===== src/rtl/f2h_pkg.sv =====
package f2h_pkg;
  localparam int SP_W   = 32;
  localparam int HP_W   = 16;
  localparam int SP_EXP = 8;
  localparam int SP_FRC = 23;
  localparam int HP_EXP = 5;
  localparam int HP_FRC = 10;
  localparam int REBIAS = 112;
  localparam int ALN_W  = 50;

  typedef enum logic [1:0] {
    RM_NEAR = 2'd0,
    RM_ZERO = 2'd1,
    RM_DOWN = 2'd2,
    RM_UP   = 2'd3
  } rmode_e;
endpackage


===== src/rtl/f2h_mode_sel.sv =====
module f2h_mode_sel
  import f2h_pkg::*;
(
  input  logic [4:0] imm_lo,
  input  logic       imm_en,
  input  logic [1:0] rc_dflt,
  output rmode_e     mode,
  output logic       reserved
);
  always_comb begin
    reserved = imm_en & (|imm_lo[4:2]);
    mode     = rmode_e'(imm_en ? imm_lo[1:0] : rc_dflt);
  end
endmodule


===== src/rtl/f2h_round.sv =====
module f2h_round
  import f2h_pkg::*;
(
  input  logic              sgn,
  input  logic [HP_EXP-1:0] expb,
  input  logic [HP_FRC-1:0] frac,
  input  logic              grd,
  input  logic              stk,
  input  logic              is_nan,
  input  logic              is_inf,
  input  logic              ovf,
  input  logic [8:0]        payload,
  input  rmode_e            mode,
  output logic [HP_W-1:0]   hp
);
  logic              inexact;
  logic              bump;
  logic              dir_away;
  logic [HP_W-2:0]   mag;

  always_comb begin
    inexact = grd | stk;
    unique case (mode)
      RM_NEAR: bump = grd & (stk | frac[0]);
      RM_ZERO: bump = 1'b0;
      RM_DOWN: bump = sgn & inexact;
      RM_UP:   bump = ~sgn & inexact;
      default: bump = 1'b0;
    endcase
    dir_away = (mode == RM_NEAR) | ((mode == RM_DOWN) & sgn) | ((mode == RM_UP) & ~sgn);
    mag = {expb, frac} + {{(HP_W-2){1'b0}}, bump};

    if (is_nan)      hp = {sgn, {HP_EXP{1'b1}}, 1'b1, payload};
    else if (is_inf) hp = {sgn, {HP_EXP{1'b1}}, {HP_FRC{1'b0}}};
    else if (ovf)    hp = {sgn, dir_away ? 15'h7C00 : 15'h7BFF};
    else             hp = {sgn, mag};
  end
endmodule


===== src/rtl/f2h_lane.sv =====
module f2h_lane
  import f2h_pkg::*;
(
  input  logic [SP_W-1:0] sp,
  input  rmode_e          mode,
  output logic [HP_W-1:0] hp
);
  logic              sgn;
  logic [SP_EXP-1:0] e;
  logic [SP_FRC-1:0] m;
  logic              spec;
  logic signed [9:0] he;
  logic signed [9:0] shd;
  logic [4:0]        sh;
  logic [HP_EXP-1:0] expb;
  logic [SP_FRC:0]   sig;
  logic [ALN_W-1:0]  aligned;
  logic              ovf;
  logic              unused_top;

  always_comb begin
    sgn  = sp[SP_W-1];
    e    = sp[SP_W-2:SP_FRC];
    m    = sp[SP_FRC-1:0];
    spec = &e;
    sig  = {|e, m};
    he   = $signed({2'b00, e}) - 10'sd112;
    shd  = 10'sd1 - he;
    if (he > 10'sd0) begin
      sh   = 5'd0;
      expb = he[HP_EXP-1:0];
    end else begin
      sh   = (shd > 10'sd26) ? 5'd26 : shd[4:0];
      expb = '0;
    end
    ovf     = ~spec & (he > 10'sd30);
    aligned = {sig, 26'd0} >> sh;
  end

  assign unused_top = aligned[ALN_W-1];

  f2h_round u_round (
    .sgn     (sgn),
    .expb    (expb),
    .frac    (aligned[48:39]),
    .grd     (aligned[38]),
    .stk     (|aligned[37:0]),
    .is_nan  (spec & (|m)),
    .is_inf  (spec & ~(|m)),
    .ovf     (ovf),
    .payload (m[22:14]),
    .mode    (mode),
    .hp      (hp)
  );
endmodule


===== src/rtl/f2h_narrow.sv =====
module f2h_narrow
  import f2h_pkg::*;
#(
  parameter int LANES = 8
) (
  input  logic                    clk,
  input  logic                    rst_n,
  input  logic                    in_valid,
  input  logic                    wide,
  input  logic [LANES*SP_W-1:0]   src,
  input  logic [7:0]              imm,
  input  logic                    imm_en,
  input  logic [1:0]              rc_dflt,
  input  logic [LANES*HP_W-1:0]   dst_prev,
  output logic                    out_valid,
  output logic                    bad_imm,
  output logic [LANES*HP_W-1:0]   dst
);
  localparam int DST_W  = LANES * HP_W;
  localparam int HALF_W = DST_W / 2;

  rmode_e           mode;
  logic             reserved;
  logic [DST_W-1:0] conv;
  logic [DST_W-1:0] merged;
  logic             write_ok;
  logic             valid_d, bad_d;
  logic [DST_W-1:0] dst_d;
  logic             valid_q, bad_q;
  logic [DST_W-1:0] dst_q;
  logic             unused_bits;

  assign unused_bits = ^{imm[7:5], dst_prev[HALF_W-1:0]};

  f2h_mode_sel u_mode (
    .imm_lo   (imm[4:0]),
    .imm_en   (imm_en),
    .rc_dflt  (rc_dflt),
    .mode     (mode),
    .reserved (reserved)
  );

  for (genvar i = 0; i < LANES; i++) begin : g_lane
    f2h_lane u_lane (
      .sp   (src[i*SP_W +: SP_W]),
      .mode (mode),
      .hp   (conv[i*HP_W +: HP_W])
    );
  end

  always_comb begin
    write_ok = in_valid & ~reserved;
    merged   = wide ? conv : {dst_prev[DST_W-1:HALF_W], conv[HALF_W-1:0]};
    valid_d  = write_ok;
    bad_d    = in_valid & reserved;
    dst_d    = write_ok ? merged : dst_q;
  end

  always_ff @(posedge clk or negedge rst_n) begin
    if (!rst_n) begin
      valid_q <= 1'b0;
      bad_q   <= 1'b0;
      dst_q   <= '0;
    end else begin
      valid_q <= valid_d;
      bad_q   <= bad_d;
      dst_q   <= dst_d;
    end
  end

  assign out_valid = valid_q;
  assign bad_imm   = bad_q;
  assign dst       = dst_q;
endmodule


===== config.mk =====
export PLATFORM = sky130hd
export DESIGN_NAME = f2h_narrow
export DESIGN_NICKNAME = d
export VERILOG_FILES = /design/src/rtl/f2h_pkg.sv /design/src/rtl/f2h_mode_sel.sv /design/src/rtl/f2h_round.sv /design/src/rtl/f2h_lane.sv /design/src/rtl/f2h_narrow.sv
export SDC_FILE = /design/constraint.sdc
export NUM_CORES = 1
export LEC_CHECK = 0
export BUFFER_PORTS_ARGS = -buffer_cell sky130_fd_sc_hd__buf_2
export CAP_MARGIN = 20
export CELL_PAD_IN_SITES_DETAIL_PLACEMENT = 1
export CELL_PAD_IN_SITES_GLOBAL_PLACEMENT = 1
export CORE_AREA = 5 5 249 251
export CTS_CLUSTER_DIAMETER = 100
export CTS_CLUSTER_SIZE = 28
export DETAILED_ROUTE_END_ITERATION = 16
export DIE_AREA = 0 0 254 256
export PLACE_DENSITY = 0.94
export SLEW_MARGIN = 10
export SYNTH_ARGS = -nofsm -noshare
export SYNTH_HDL_FRONTEND = slang
export SYNTH_SLANG_ARGS = --single-unit
export TNS_END_PERCENT = 100

===== constraint.sdc =====
create_clock -name clk -period 1.2 [get_ports clk]
set_input_delay 0.06 -clock clk [delete_from_list [all_inputs] [get_ports clk]]
set_output_delay 0.06 -clock clk [all_outputs]
set_load 0.03 [all_outputs]

==> results of run 1 <==
==> logic make-up after synthesis <==
group / after synthesis
XOR/XNOR: 119
buffers and inverters: 327
multiplexers: 113
AO/OA/AOI/OAI: 1208
AND/OR/NAND/NOR: 1461
adder cells (fa/ha/maj): 64
flip-flops: 130
==> through the flow <==
stage	hold slack [ps]	util (%)	std cells	setup TNS, ps
2_1_floorplan	-236	-	3422	-326600
3_5_place_dp	-17.6	63.4	5745	-465460
3_3_place_gp	-27.0	63.4	5745	-387820
==> summary.md, run 1 <==
| Metric | Value |
|---|---|
| Largest family of logic cells by synthesized area | `compound AO/OA/AOI/OAI gates` |
| Site row count | `90` |
| H-Tree Depth | `4` |
| #FFs+latches synth | `130` |
| Mapped Cells | `3,422` |
| Simple-gate area share of the yosys netlist | `31.7%` |
| HPWL Detailed | `147,000 µm` |
| Top cells by count, synth | `nand2_1, nor2_1, a21oi_1` |
| Synth top area share | `13.8%` |
| GP Congestion | `1.11` |
| Placed instance area | `37,800 µm²` |
| Max clock buf depth | `2` |
| Xor/xnor share of the synthesized area | `4.45%` |
| Post-synthesis mux area share | `4.97%` |
| Cell area after synthesis | `23,600 µm²` |
| Synth Flop Type | `dfrtp_1` |
| TritonCTS buffer count | `17` |
| Post-synth EDFFs | `0` |
| Yosys top cell by area | `dfrtp_1` |
| Synth top area cells | `dfrtp_1, nand2_1, a21oi_1` |
| Post-CTS Setup Bufs | `272` |
| Initial Util | `39.5%` |
| Sequential element share of the synthesized area | `13.8%` |
| Synth Area in Compound Gates | `36.0%` |
| Async set or reset register ratio after synthesis | `100%` |
| CTS Sinks | `130` |
| Exit stage | `clock tree synthesis` |
| # hold bufs at CTS | `40` |
| Post-Synth Adder-Cell Area | `3.39%` |
| Status | `stopped before the end` |
| Synth warnings | `0` |
| Most frequent cell after synthesis | `nand2_1` |
| Place WS | `-4520 ps` |
| Die Ht | `256 µm` |
| Clk root buf | `clkbuf_16` |
| Num ports | `529` |
| Syn Nets | `3,885` |
| Port bufs | `461` |
| Yosys cell types | `127` |
| Mean post-synth cell area | `6.90 µm²` |
| Tool error | `[ERROR DPL-0033] detailed placement checks failed during check placement.` |
| Chip Width | `254 µm` |
| Post_cts resized | `1,125` |
==> run 2: changes to the inputs <==
Settings changed: CELL_PAD_IN_SITES_DETAIL_PLACEMENT 1 to unset, CELL_PAD_IN_SITES_GLOBAL_PLACEMENT 1 to unset, CTS_CLUSTER_DIAMETER 100 to unset, CTS_CLUSTER_SIZE 28 to unset, PLACE_DENSITY 0.94 to unset, PLACE_DENSITY_LB_ADDON set to 0.15.
==> run 2 against run 1 <==
The flow now finishes, with violations (negative setup slack). Area after synthesis unchanged. Synthesized cell count stayed put.
==> summary.md, run 2 <==
| Metric | Value |
|---|---|
| Status | `finished with violations` |
| Violated checks | `negative setup slack` |
| Final wirelength | `131,000 µm` |
| Syn Nets | `3,885 (unchanged)` |
| Setup Viol. Count Final | `121` |
| Design Power | `0.0361 W` |
| Max stage delay on crit path | `430 ps` |
| First-pass GRT wire length | `195,000 µm` |
| H-Tree Depth | `4 (unchanged)` |
| TritonCTS buffer count | `17 (unchanged)` |
| Site row count | `90 (unchanged)` |
| Final hold violations | `0` |
| Arrival time worst endpoint | `4650 ps` |
| Clock Pin Slew Worst Setup and Hold Paths | `70 ps` |
| PwrDens | `798 nW/µm²` |
| Die Ht | `256 µm (unchanged)` |
| Crit path max-delay cell type | `a311o_2` |
| HPWL Detailed | `95,900 µm (-35%)` |
| Synth top area cells | `dfrtp_1, nand2_1, a21oi_1` |
| Setup slack, reg-to-reg | `-110 ps` |
| Final #Nets | `5,754` |
| R2r startpoint | `dst[125]` |
| Placed instance area | `37,900 µm² (+0.35%)` |
| Die ar. | `65,000 µm²` |
| Final instance area | `45,300 µm²` |
| Clk Latency, worst-skew pair | `470 ps` |
| Synth top area share | `13.8% (unchanged)` |
| DRC violations left | `0` |
| Unrepaired setup endpoints after global routing | `yes` |
| CTS Sinks | `130 (unchanged)` |
| Measured slew at the worst slew-check pin | `1110 ps` |
| Area growth, synth to finish | `91.8%` |
| GRT met3 Usage | `7.26%` |
| Global route hottest layer | `met2` |
| Crit. End Element | `register` |
| Port bufs | `461 (unchanged)` |
| Vias in the first global route | `36,200` |
| 1st-pass router iterations | `6` |
| Hold Path Class | `in2reg` |
| Mapped Cells | `3,422 (unchanged)` |
| Core footprint | `59,700 µm²` |
| CP endpoint | `dst[78]` |
| Commonest non-fill, non-tap cell in the layout | `buf_4` |
| Max Clock Freq | `0.233 GHz` |
| Yosys cell types | `127 (unchanged)` |
| CP startpoint kind | `input pin` |
| Most frequent cell after synthesis | `nand2_1` |
| Fill cells | `4,319` |
| Max_cap viols | `0` |
| Reg2Reg Capture Point | `dst[125]` |
| Chip Width | `254 µm (unchanged)` |
| Fin crit period | `4300 ps` |
| Async set or reset register ratio after synthesis | `100% (unchanged)` |
| Met1 Usage GRT | `46.0%` |
| Initial Util | `39.5% (unchanged)` |
| Most used cell, CP | `buf_4` |
| Antenna viol nets, final | `0` |
| Synth warnings | `0 (unchanged)` |
| Most frequent cells in the layout | `buf_4, buf_2, nand2_1, nor2_1, a21oi_1` |
| Sequential element share of the synthesized area | `13.8% (unchanged)` |
| Hold WS | `20.7 ps` |
| Critical path origin | `src[155]` |
| Vias post-DR | `37,600` |
| Max clock buf depth | `2 (unchanged)` |
| Synth Flop Type | `dfrtp_1` |
| CTS tree | `built` |
| Setup CP Type | `in2reg` |
| Setup ws final | `-3100 ps` |
| Slew headroom | `25.6%` |
| Top cells by count, synth | `nand2_1, nor2_1, a21oi_1` |
| Iteration-0 DRC Markers | `3,845` |
| Initial antenna violation count | `5` |
| GRT overflow | `0` |
| Mean post-synth cell area | `6.90 µm² (unchanged)` |
| Via density | `6.17` |
| #FFs+latches synth | `130 (unchanged)` |
| Max Slew Vio Count | `0` |
| Cell area after synthesis | `23,600 µm² (unchanged)` |
| CP Max Fanout | `6` |
| Met2 Use GR | `59.0%` |
| Largest net degree at the start of global routing | `55` |
| Gr usage total | `36.2%` |
| Post-synth EDFFs | `0 (unchanged)` |
| Layout cells sized above 1 | `53.2%` |
| Clock skew | `0 ps` |
| Leak | `19.7 nW` |
| Worst reg-to-reg path cell count | `3` |
| Worst VDD drop | `0.00112 V` |
| DR WL/cell | `21.5 µm` |
| Num ports | `529 (unchanged)` |
| GP Congestion | `0.997 (-10%)` |
| Yosys top cell by area | `dfrtp_1` |
| Clk root buf | `clkbuf_16` |
| Final Cycle Share | `358%` |
| Required @ worst endpoint | `1550 ps` |
| Max reg flops | `128` |
## run 2: cell counts after synthesis
No cell type changed its count.
## run 2: area by class of cell
type / count / area [µm²] / area share, %
multi-input combinational: 2967 / 24000 / 53.0
timing repair buffer: 2079 / 16000 / 35.3
sequential: 130 / 3260 / 7.20
tap: 782 / 978 / 2.16
inverter: 96 / 452 / 0.998
clock buffer: 17 / 425 / 0.940
clock inverter: 14 / 156 / 0.345
antenna: 8 / 20.0 / 0.0442
## run 2: routing by layer
layer	routed length (µm)	up-vias	part of all wire [%]
met4	7810	0	5.9
met2	61200	2184	47
met1	50500	17800	38
met5	0	-	0
met3	11800	527	9.0
li1	-	17000	-
## run 2: worst max-delay path, delay by kind of cell
| kind | cells | cell delay, ps |
|---|---|---|
| AND/OR/NAND/NOR | 6 | 1080 |
| buffers and inverters | 7 | 840 |
| AO/OA/AOI/OAI | 10 | 2180 |
| adder cells (fa/ha/maj) | 2 | 480 |
## run 2: cells by family (layout without fill, tap and decap cells)
logic type      Yosys count  in the layout  share of synthesized area, %
buf+inv                 327           2206                          5.65
compound gates         1208           1209                          36.0
mux                     113            113                          4.97
xor+xnor                119            119                          4.45
flops                   130            130                          13.8
simple gates           1461           1462                          31.7
other cells               0              8                             0
fa+ha+maj                64             64                          3.39
## run 2: power breakdown
group          internal, W  switching [W]  total, W
logic               0.0113         0.0133    0.0246
registers          0.00520       0.000775   0.00598
clock network      0.00307        0.00249   0.00556
total               0.0196         0.0165    0.0361
## run 2: how the worst min path moves through the flow
| stage | startpoint | to | slack [ps] | cells after the start |
|---|---|---|---|---|
| 6_report | src[78] | dst[32] | 20 | 4 |
| 5_1_grt | dst_prev[76] | dst[76] | 20 | 4 |
| 4_1_cts | src[80] | dst[34] | 0.1 | 3 |
| 3_5_place_dp | rst_n | dst[35] | -20 | 1 |
| 3_3_place_gp | rst_n | dst[35] | -30 | 1 |
| 2_1_floorplan | rst_n | bad_imm | -240 | 0 |
## run 2: repair_timing
action / 4_1_cts / 5_1_grt
pin swaps: 353 / 291
gates cloned: 7 / 5
hold buffers: 62 / 0
setup buffers: 156 / 93
setup endpoints to repair: 139 / 133
gates resized for setup: 566 / 359
endpoints found under the hold margin: 187 / 0
## run 2: per-stage QoR
stage,worst slack (ps),instances,util (%),setup TNS (ps)
6_report,-3100,6093,75.9,-319470
5_1_grt,-3180,6090,75.8,-337060
4_1_cts,-2880,5999,71.9,-306960
3_5_place_dp,-3710,5749,63.6,-395170
3_3_place_gp,-3640,5749,63.6,-391120
2_1_floorplan,-3150,3422,-,-326600
No activity file was read; power rests on OpenSTA's default activity.
